===== src/rtl/sum_booth_fma.sv =====
module sum_booth_fma #(
  parameter int W = 8
) (
  input  logic           clk,
  input  logic           rst_n,
  input  logic           in_valid,
  input  logic [W-1:0]   in_a,
  input  logic [W-1:0]   in_b,
  input  logic [W-1:0]   in_x,
  output logic           out_valid,
  output logic [2*W:0]   out_p
);
  localparam int EW   = W + 2;
  localparam int NDIG = EW / 2;
  localparam int RW   = W + 1;
  localparam int PW   = 2 * W + 1;

  logic [EW-1:0] ea, eb;
  assign ea = {{2{in_a[W-1]}}, in_a};
  assign eb = {{2{in_b[W-1]}}, in_b};

  logic [NDIG-1:0] gout, gin, tout, tin;
  logic [NDIG-1:0] dneg, done, dtwo;
  logic [NDIG-1:0][RW-1:0] rows;
  logic [RW-1:0] xs, x2;

  assign xs  = {in_x[W-1], in_x};
  assign x2  = {in_x, 1'b0};
  assign gin = {gout[NDIG-2:0], 1'b0};
  assign tin = {tout[NDIG-2:0], 1'b0};

  for (genvar j = 0; j < NDIG; j++) begin : g_dig
    logic se, ce, ho;
    logic [3:0] dv;
    assign ho      = ea[2*j+1] ^ eb[2*j+1];
    assign gout[j] = ea[2*j+1] | eb[2*j+1];
    assign se      = gin[j] ^ ea[2*j] ^ eb[2*j];
    assign ce      = (gin[j] & ea[2*j]) | (gin[j] & eb[2*j]) | (ea[2*j] & eb[2*j]);
    assign tout[j] = ce & ~ho;
    assign dv      = {3'b000, se} + {2'b00, ce, 1'b0} - {2'b00, ho, 1'b0}
                   - {1'b0, tout[j], 2'b00} + {3'b000, tin[j]};
    assign dneg[j] = dv[3];
    assign done[j] = (dv == 4'd1) || (dv == 4'hF);
    assign dtwo[j] = (dv == 4'd2) || (dv == 4'hE);
    assign rows[j] = {RW{dneg[j]}} ^ (done[j] ? xs : (dtwo[j] ? x2 : '0));
  end

  logic                    v1;
  logic [NDIG-1:0][RW-1:0] rows_q;
  logic [NDIG-1:0]         neg_q;
  logic [PW-1:0]           acc;

  always_comb begin
    acc = '0;
    for (int j = 0; j < NDIG; j++) begin
      acc = acc + ((PW'($signed(rows_q[j])) + PW'(neg_q[j])) << (2 * j));
    end
  end

  always_ff @(posedge clk or negedge rst_n) begin
    if (!rst_n) begin
      v1        <= 1'b0;
      rows_q    <= '0;
      neg_q     <= '0;
      out_valid <= 1'b0;
      out_p     <= '0;
    end else begin
      v1        <= in_valid;
      out_valid <= v1;
      if (in_valid) begin
        rows_q <= rows;
        neg_q  <= dneg;
      end
      if (v1) out_p <= acc;
    end
  end
endmodule



===== config.mk =====
export PLATFORM = sky130hd
export DESIGN_NAME = sum_booth_fma
export DESIGN_NICKNAME = d
export VERILOG_FILES = /design/src/rtl/sum_booth_fma.sv
export SDC_FILE = /design/constraint.sdc
export NUM_CORES = 1
export LEC_CHECK = 0
export ABC_AREA = 0
export BUFFER_PORTS_ARGS = -buffer_cell sky130_fd_sc_hd__buf_4
export CORE_MARGIN = 2
export CORE_UTILIZATION = 42
export DETAILED_ROUTE_END_ITERATION = 8
export GPL_ROUTABILITY_DRIVEN = 0
export GPL_TIMING_DRIVEN = 0
export PLACE_DENSITY = 0.67
export SLEW_MARGIN = 25
export SYNTH_ARGS = -nofsm -noshare
export SYNTH_HDL_FRONTEND = slang
export SYNTH_SLANG_ARGS = --single-unit
export TNS_END_PERCENT = 1

===== constraint.sdc =====
create_clock -name clk -period 10.3 [get_ports clk]
set_input_delay 2.06 -clock clk [delete_from_list [all_inputs] [get_ports clk]]
set_output_delay 2.06 -clock clk [all_outputs]
set_load 0.02 [all_outputs]

## Word level (Yosys, flattened, before mapping)

Index checks and enable logic that the tools add are counted.

- Add/subtract/negate cells: 28
- Equal/unequal tests: 20
- Muxes and demuxes: 10
- Bitwise logic cells: 52
- Reduce and logical (&&, ||, !) cells: 10

Operators by type and width:

| operator | number |
|---|---|
| two-way mux 9 bit | 10 |
| XOR 9 bit | 5 |
| adder 9 x 2 -> 10 bit | 4 |
| equality test 4 bit (second input constant) | 10 |
| equality test 4 x 1 -> 1 bit (second input constant) | 5 |
| equality test 4 x 2 -> 1 bit (second input constant) | 5 |
| subtractor 3 x 2 -> 4 bit | 5 |
| subtractor 4 x 3 -> 4 bit | 5 |
| AND 1 bit | 18 |
| adder 15 x 16 -> 17 bit | 1 |
| adder 17 bit | 1 |
| adder 4 x 1 -> 4 bit | 4 |
| adder 1 x 2 -> 3 bit | 5 |
| adder 13 x 14 -> 15 bit | 1 |
| adder 10 x 12 -> 13 bit | 1 |
| XOR 1 bit | 13 |
| bitwise OR 1 bit | 12 |
| logical OR 1 bit | 10 |
| adder 9 x 2 -> 9 bit | 1 |
| inverter 1 bit | 4 |

- Register bits after elaboration: 69
- Bits of input ports: 27
- Output and inout bits: 18
- Word-level logic and storage cells: 129

## Longest topological paths before layout

Gate-level depths: netlist of run 1.

- Word-level depth: 13
- Mapped depth: 16
- Depth with buffers taken out: 16

## Worst setup path before layout of run 1

No wires, ideal clock.

- Kind: input port to flip-flop
- Start: in in_a[5]
- End: reg rows_q[30] (netlist bit)
- Setup time: 0.136 ns
- Data arrival time: 4.576 ns
- Required time: 10.164 ns
- Slack: 5.589 ns
- Stages: 14
- Path buffers: 2
- Path through: inv_1 > ha_1 > fa_1 > inv_1 > ha_1 > ha_1 > ha_1 > clkbuf_1 > or3_1 > a21boi_0 > o21ai_0 > buf_2 > o221ai_1 > o31ai_1

- Longest elaborated chain between the ends: 13
- Elaborated cells between the ends (all ways): 24
- Classes of those cells: add/sub (4); eq/ne (4); mux (2); bitwise (12); reduce/logical (2)

RTL lines:

| item | line | text |
|---|---|---|
| start: declaration | 7 | `input logic [W-1:0] in_a,` |
| bitwise OR 1 bit | 36 | `assign gout[j] = ea[2*j+1] \| eb[2*j+1];` |
| AND 1 bit | 38 | `assign ce = (gin[j] & ea[2*j]) \| (gin[j] & eb[2*j]) \| (ea[2*j] & eb[2*j]);` |
| bitwise OR 1 bit (2 in a row) | 38 |  |
| adder 1 x 2 -> 3 bit | 40 | `assign dv = {3'b000, se} + {2'b00, ce, 1'b0} - {2'b00, ho, 1'b0}` |
| subtractor 3 x 2 -> 4 bit | 40 |  |
| subtractor 4 x 3 -> 4 bit | 41 | `- {1'b0, tout[j], 2'b00} + {3'b000, tin[j]};` |
| adder 4 x 1 -> 4 bit * | 41 |  |
| equality test 4 x 2 -> 1 bit or equality test 4 bit (tied branches) | 44 | `assign dtwo[j] = (dv == 4'd2) \|\| (dv == 4'hE);` |
| logical OR 1 bit | 44 |  |
| two-way mux 9 bit (2 in a row) | 45 | `assign rows[j] = {RW{dneg[j]}} ^ (done[j] ? xs : (dtwo[j] ? x2 : '0));` |
| XOR 9 bit * | 45 |  |
| end signal: assignment | 71 | `rows_q <= rows;` |
| end: declaration | 49 | `logic [NDIG-1:0][RW-1:0] rows_q;` |

Mark *: on every way between the ends. The rest lies on a longest branch, timed or not.
A chain may end at the register's enable or synchronous reset.

## Worst setup path in the final report of run 1

Same ends and word-level chain as after synthesis.

==> results of run 1 <==
[per-stage QoR]
step                power [mW]  hold WS (ns)  setup WS [ns]
global placement         2.526        0.3557          5.307
CTS                      2.899        0.3713          5.592
floorplan                2.131        0.3487          5.589
global route             3.218        0.3760          5.320
finish                   2.877        0.3690          5.601
detailed placement       2.562        0.3576          5.239
[layout make-up]
type	count	area share
repair buffers	41	0.04238
well taps	188	0.03239
plain buffers	46	0.02447
flip-flops and latches	69	0.2378
clock inverters	6	0.009821
clock buffers	10	0.03153
inverters	82	0.04238
multi-input cells	518	0.5793
[power by group through the flow]
| stage | Sequential (mW) | Clock, mW | Combinational (mW) |
|---|---|---|---|
| floorplan | 0.474 | 0 | 1.66 |
| global placement | 0.451 | 0 | 2.08 |
| detailed placement | 0.455 | 0 | 2.11 |
| CTS | 0.450 | 0.322 | 2.13 |
| global route | 0.464 | 0.333 | 2.42 |
| finish | 0.450 | 0.317 | 2.11 |
[Yosys cell counts (all sizes together), types with 4 or more instances]
master,instances
o21ai,20
dfrtp,69
nand4,11
ha,56
and2,5
clkbuf,38
mux2,43
a21oi,72
o221ai,6
mux2i,16
xnor2,27
nor3,9
nor2b,6
a21o,4
a221oi,7
a31oi,11
a22o,7
a211oi,10
inv,81
fa,33
nand2,44
nand3,19
and3,4
nor2,56
buf,8
xor2,14
o31ai,7
[layer usage]
metal | share of wire | GRT usage
met1 | 0.49 | 0.2736
met2 | 0.45 | 0.2951
met3 | 0.048 | 0.02973
met4 | 0.011 | 0.05171
met5 | 0 | 0
[cell families (layout without fill, tap and decap cells)]
family                     count (synthesis)  after routing  share of synthesized area
and+or+nand+nor                          165            165                     0.1187
buffers and inverters                    128            185                    0.07563
AOI/OAI and AO/OA                        162            162                     0.1612
DFF                                       69             69                     0.2690
adders and majority gates                 89             89                     0.2121
xor gates and xnor gates                  43             43                    0.06296
muxes                                     59             59                     0.1004
[state kept, by name (all words and copies together) (netlist names)]
| name | cells |
|---|---|
| rows_q | 45 |
| out_p | 17 |
| neg_q | 5 |
| out_valid | 1 |
| v1 | 1 |
[final timing paths]
kind | endpoint | slack, ns | cells after the start
min in group asynchronous | out_p[16] | 1.80 | 1
min | out_valid | 0.37 | 0
max in group asynchronous | rows_q[41] | 7.88 | 1
max | rows_q[30] | 5.60 | 16
max reg2reg | out_p[12] | 5.86 | 15
min reg2reg | out_valid | 0.37 | 0
==> run metrics, run 1 <==
Cell Area, Synth 6419 sq um; Die Y 127.6 microns; core footprint 15090 sq um; final period utilization 0.4562; Post-DP Area 6962 sq um; Post-synth EDFFs 0; layout cells sized above 1 0.1438; Worst-Margin Slew 0.8807 ns; Layout Cells excl Fill 960; vias after detailed routing around 5200; CP most frequent cell ha_1; status finished clean; CP max-delay cell fa_1; number of nets in the layout 883; Setup CP Type input port to flip-flop; Tot GR Track Use 0.1891; synth warn 0; Mapped Avg Cell Area 8.977 sq um; final critical-path required period about 4.7 ns; Post-CTS Resized 0; Reg2Reg Launch Point rows_q[27]; count of input and output buffers between 40 and 50; area of the multi-input gates ~4200 sq um; final wirelength between 10 and 15 mm; crit-path max cell delay 0.36 ns; largest net degree at the start of global routing 70; final core utilization 0.4813; Worst-Skew Late Latency 0.34 ns; WP buf/inv 6; commonest non-fill, non-tap cells in the layout inv_1 (81), a21oi_1 (71), dfrtp_1 (69), nor2_1 (56), ha_1 (56); Setup Skew 0.007645 ns; Die Area 16290 sq um; startpoint class of the critical path input port; Lkg Pwr 3.317 nW; Slew Limit Fails 0; Storage cell area 1727 sq um; I/O Pins 45; CTS tree built; clock root buffer clkbuf_16; Fmax between 0.2 and 0.25 GHz; dpl cells 944; post-synth top area cell dfrtp_1; clock share of power 0.110; commonest non-fill, non-tap cell in the layout inv_1; Switching Fraction 0.4664; first-pass GRT wire length 24.54 mm; Die Span X 127.6 microns; top cell type's share of synthesized area 0.2690; Synth Instances 715; area grow syn2layout 13.14%; Logic pwr share 0.733; # rows 45; vias per cell 5.377; Post-Syn Nets between 800 and 900; Slew HR 0.4128; share of power burned in registers 0.156; Max VDD drop between 0.2 and 0.3 mV; hold path start v1; drt first pass iters 5; Worst setup EP type flip-flop; RSZ-0062 raised after global routing no; Setup Buffers After CTS 0; Max Cap Violations 0; Final Hold Violating Endpoints 0; asr flop ratio synth 1.000; Num CTS Buffers 9; DP HPWL 11.28 mm; WL per Instance 15.36 microns; synth top area cells dfrtp_1 (27%), ha_1 (11%), fa_1 (10%), mux2_2 (7.5%), a21oi_1 (5.5%); P per Cell Area 396.2 nW/um^2; initial core utilization 0.4254; Seq/Total Area, Yosys 0.2690; design area between 7000 and 8000 sq um; hold_buf cts 0; Clock Pin Slew Worst Setup and Hold Paths around 0.060 ns; Setup violations, final 0; flops & latches, synth 69; Critical Path AT 4.90 ns; Max H-tree Level 3; vias in the first global route between 4000 and 5000; global route total overflow 0; n_diodes 0; clk sinks 69; remaining antenna violation count 0; WP data required between 10 and 15 ns; switching power 1.342 mW; top cell family by delay on the critical path adder cells; initial antenna violation count 0; Top FF cell, synth dfrtp_1; Synth cell types between 50 and 60; CP max FO 10; Setup TNS 0 ns; crit-path cells buf_4 > inv_1 > ha_1 > fa_1 > inv_1 > ha_1 > inv_1 > ha_1 > ha_1 > clkbuf_1 > or3_1 > a21boi_0 > o21ai_0 > buf_2 > o221ai_1 > o31ai_1; FILL cells 1470; Bufs on Longest Clock Path 2; internal power 1.535 mW; Worst Setup SP in_a[5]; Hold Crit Class flip-flop to flip-flop; initial DRC count 315; DRC violations left 0
Note: power is estimated with default switching activity, not from simulation.
==> run 2: changes to the inputs <==
- PLACE_DENSITY: 0.67 -> 0.69
- clock period: 10.3 -> 4.15 ns (I/O delays scaled with it)
==> run metrics, run 2 (synthesis results as in run 1) <==
CTS tree built; Post-DP Area 6962 sq um; Reg with most FFs rows_q; CP most frequent cell fa_1; CP max FO 5; DRC violations left 0; Worst-Skew Late Latency 0.33 ns; CP max-delay cell fa_1; vias after detailed routing 5202; crit-path max cell delay about 0.54 ns; global route hottest layer met2; initial DRC count 392; Slew HR 0.3882; global route total overflow 0; # rows between 40 and 50; hold path start v1; Setup TNS 0 ns; final core utilization 0.4995; startpoint class of the critical path flip-flop; status finished clean; Worst setup EP type flip-flop; Fmax 0.2477 GHz; Worst Setup SP neg_q[3]; WL per Instance 16.08 microns; commonest non-fill, non-tap cell in the layout inv_1; Slew Limit Fails 0; crit-path cells ha_2 > ha_4 > xor2_4 > fa_1 > fa_1 > inv_2 > fa_1 > inv_1 > ha_4 > o21ai_0 > nand2b_1 > a21oi_1 > o31ai_2 > a311o_1 > o211ai_1; vias per cell 5.391; count of input and output buffers a little over 40; Die Y 127.6 microns; Critical Path AT 4.29 ns; Hold Path Cell Cnt 0; clk sinks 69; Setup violations, final 0; Bufs on Longest Clock Path 2; Num CTS Buffers 9; Reg2Reg Launch Point neg_q[3]; final wirelength 15.52 mm; RSZ-0062 raised after global routing yes; R2R cell count 15; design area between 7000 and 8000 sq um; Max H-tree Level 3; n_diodes 0; initial core utilization 0.4254; grt met3 use 0.02680; area grow syn2layout 17.43%; Final Hold Violating Endpoints 0; Tot GR Track Use 0.1933; largest registers rows_q x45, out_p x17, neg_q x5; Setup CP Type flip-flop to flip-flop; met1 usage 0.2810; M2 GR Usage 0.3017; Max Cap Violations 0; number of nets in the layout about 890; commonest non-fill, non-tap cells in the layout inv_1 (80), a21oi_1 (68), dfrtp_1 (66), nor2_1 (55), buf_4 (47); drt first pass iters 4; worst setup margin 0.1126 ns; Setup Skew 0.007302 ns; Worst-Margin Slew 0.9176 ns; Die Span X roughly 130 microns; initial antenna violation count 0; I/O Pins 45; final period utilization 0.9729; WP data required 4.40 ns; clock root buffer clkbuf_16; layout cells sized above 1 0.1931; first-pass GRT wire length 25.05 mm; Largest register FFs 45; Die Area approximately 16000 sq um; final critical-path required period around 4.0 ns; DP HPWL 11.40 mm; remaining antenna violation count 0; Setup WS pre-CTS -0.3390 ns; largest net degree at the start of global routing 70; vias in the first global route 4901; Clock Pin Slew Worst Setup and Hold Paths 0.06 ns; core footprint 15090 sq um; Hold Crit Class flip-flop to flip-flop
==> run 2: cell count changes in the layout (fill, tap and decap cells not counted), moves of 4 or more <==
cell / before / now
ha_1: 56 / 45
buf_4: 41 / 47
ha_4: 0 / 10
xnor2_2: 0 / 4
xnor2_1: 27 / 23
==> run 2: worst paths after layout <==
| path | endpoint | slack [ns] |
|---|---|---|
| worst max register to register | out_p[15] | 0.11 |
| worst min register to register | out_valid | 0.37 |
| worst min-delay path | out_valid | 0.37 |
| min in group asynchronous | out_p[16] | 0.60 |
| worst max-delay path | out_p[15] | 0.11 |
| max in group asynchronous | rows_q[29] | 2.86 |
==> run 2: timing repair <==
action                                 CTS  global route
pin swaps                                3            20
hold buffers                             0             0
endpoints found under the hold margin    0             0
setup endpoints to repair                6             5
buffers inserted                         0             6
resized for setup                        7            41
==> run 2: through the flow <==
step	hold WS, ns	cells
2_1_floorplan	0.3487	715
3_3_place_gp	0.3546	944
6_report	0.3717	965
4_1_cts	0.3760	959
3_5_place_dp	0.3623	944
5_1_grt	0.3861	965
==> run 2: final cells by class <==
cell class,instances,area [sq um]
clock buffer,10,229.0
timing repair buffer,47,352.8
fill,1435,7552
sequential,69,1730
clock inverter,6,47.55
tap,188,235.2
buffer,45,173.9
multi-input combinational,518,4461
inverter,82,307.8
==> run 2: critical path: cells and delay by family, from the launching register on <==
kind	cells	cell delay [ns]
AND/OR/NAND/NOR	1	0.07
adder cells (fa/ha/maj)	6	2.18
AO/OA/AOI/OAI	5	1.00
XOR/XNOR	1	0.19
flip-flops	1	0.40
buffers and inverters	2	0.10
==> run 2: per-layer routing <==
metal  part of all wire  vias to the layer above
li1                   -                     2591
met1               0.48                     2480
met2               0.46                      118
met3              0.043                       13
met4              0.014                        0
met5                  0                        -
Power of run 2 is left out: the tool's default activity adds up to more than one toggle a clock period on the data nets, which glitch-free logic cannot reach.
==> run 3: changes to the inputs <==
- PLACE_DENSITY: 0.69 -> not set
- PLACE_DENSITY_LB_ADDON: not set -> 0.1
==> run metrics, run 3 (synthesis results as in run 1) <==
worst setup margin 0.1252 ns; Max H-tree Level 3; remaining antenna violation count 0; final period utilization 0.9698; Critical Path AT 4.24 ns; first-pass GRT wire length 25.92 mm; Setup Skew 0.01025 ns; commonest non-fill, non-tap cell in the layout inv_1; Worst-Skew Late Latency 0.34 ns; Die Area 16290 sq um; drt first pass iters 5; initial DRC count 263; DP HPWL 12.16 mm; area grow syn2layout 18.93%; vias in the first global route 5024; Slew HR 0.4194; Reg with most FFs rows_q; CP max FO 5; final critical-path required period 4.025 ns; Setup WS pre-CTS -0.3804 ns; clk sinks 69; Fmax 0.2485 GHz; largest net degree at the start of global routing 70; Num CTS Buffers 9; layout cells sized above 1 0.2074; Die Span X 127.6 microns; Clock Pin Slew Worst Setup and Hold Paths 0.06 ns; n_diodes 0; WL per Instance approximately 16 microns; vias per cell around 5.4; Setup CP Type flip-flop to flip-flop; Bufs on Longest Clock Path 2; Max Cap Violations 0; Tot GR Track Use 0.2021; final wirelength approximately 16 mm; clock root buffer clkbuf_16; DRC violations left 0; number of nets in the layout 893; startpoint class of the critical path flip-flop; count of input and output buffers 41; global route total overflow 0; initial core utilization 0.4254; Hold Crit Class flip-flop to flip-flop; Setup violations, final 0; Largest register FFs 45; vias after detailed routing 5235; initial antenna violation count 0; CTS tree built; Slew Limit Fails 0; Worst-Margin Slew 0.8710 ns; FILL cells about 1400; Final Hold Violating Endpoints 0; Worst setup EP type flip-flop; I/O Pins 45; commonest non-fill, non-tap cells in the layout inv_1 (79), a21oi_1 (68), dfrtp_1 (65), nor2_1 (55), buf_4 (51); WP data required 4.37 ns; largest registers rows_q x45, out_p x17, neg_q x5; status finished clean; # rows 45; core footprint 15090 sq um; Die Y 127.6 microns
run 3: cell count changes in the layout (fill, tap and decap cells not counted), moves of 2 or more:
cell,previous run,this run
buf_4,47,51
inv_6,2,0
xnor2_1,23,21
xnor2_2,4,6
run 3: routing by layer:
metal	GRT usage	part of all wire	wire length (microns)
met1	0.2826	0.47	7407
met2	0.3246	0.47	7481
met3	0.01926	0.036	573
met4	0.07951	0.024	373
met5	0	0	0
run 3: path summary, 6_finish.rpt:
| path | start | slack [ns] | cells after the start | end |
|---|---|---|---|---|
| hold / removal | v1 | 0.38 | 0 | out_valid |
| max in group asynchronous | rst_n | 2.93 | 1 | rows_q[30] |
| hold reg to reg | v1 | 0.38 | 0 | out_valid |
| setup reg to reg | rows_q[27] | 0.13 | 16 | out_p[12] |
| min in group asynchronous | rst_n | 0.60 | 1 | out_p[16] |
| setup / recovery | rows_q[27] | 0.13 | 16 | out_p[12] |
run 3: layout make-up:
type	count	area, sq um	share of cell area
multi-input combinational	518	4501	0.5896
buffer	45	173.9	0.02278
clock buffer	9	225.2	0.02950
timing repair buffer	52	394.1	0.05163
clock inverter	6	65.06	0.008523
inverter	82	307.8	0.04032
tap	188	235.2	0.03081
sequential	69	1732	0.2268
run 3: critical path, cell delays in order (launching register included):
cell,delay (ns)
dfrtp_1,0.40
buf_6,0.13
ha_4,0.16
ha_4,0.19
xor2_4,0.16
fa_1,0.47
fa_1,0.53
inv_2,0.04
fa_1,0.52
inv_2,0.05
ha_4,0.23
a21o_1,0.17
a21oi_2,0.13
o21ai_2,0.10
a31o_4,0.25
xor2_1,0.13
mux2_2,0.25
run 3: metrics by stage:
stage | setup TNS (ns) | std cells | cell area [sq um] | util | hold WS, ns
2_1_floorplan | 0 | 715 | 6419 | - | 0.3487
5_1_grt | -0.04564 | 969 | 7634 | 0.5059 | 0.3879
4_1_cts | -0.001088 | 959 | 7327 | 0.4856 | 0.3769
6_report | 0 | 969 | 7634 | 0.5059 | 0.3778
3_3_place_gp | -1.218 | 944 | 6962 | 0.4614 | 0.3609
3_5_place_dp | -1.555 | 944 | 6962 | 0.4614 | 0.3636
run 3: timing repair:
action	CTS	global route
setup endpoints to repair	6	6
buffers inserted	1	10
hold buffers	0	0
pin swaps	4	23
resized for setup	14	43
Power of run 3 is left out for the same reason.
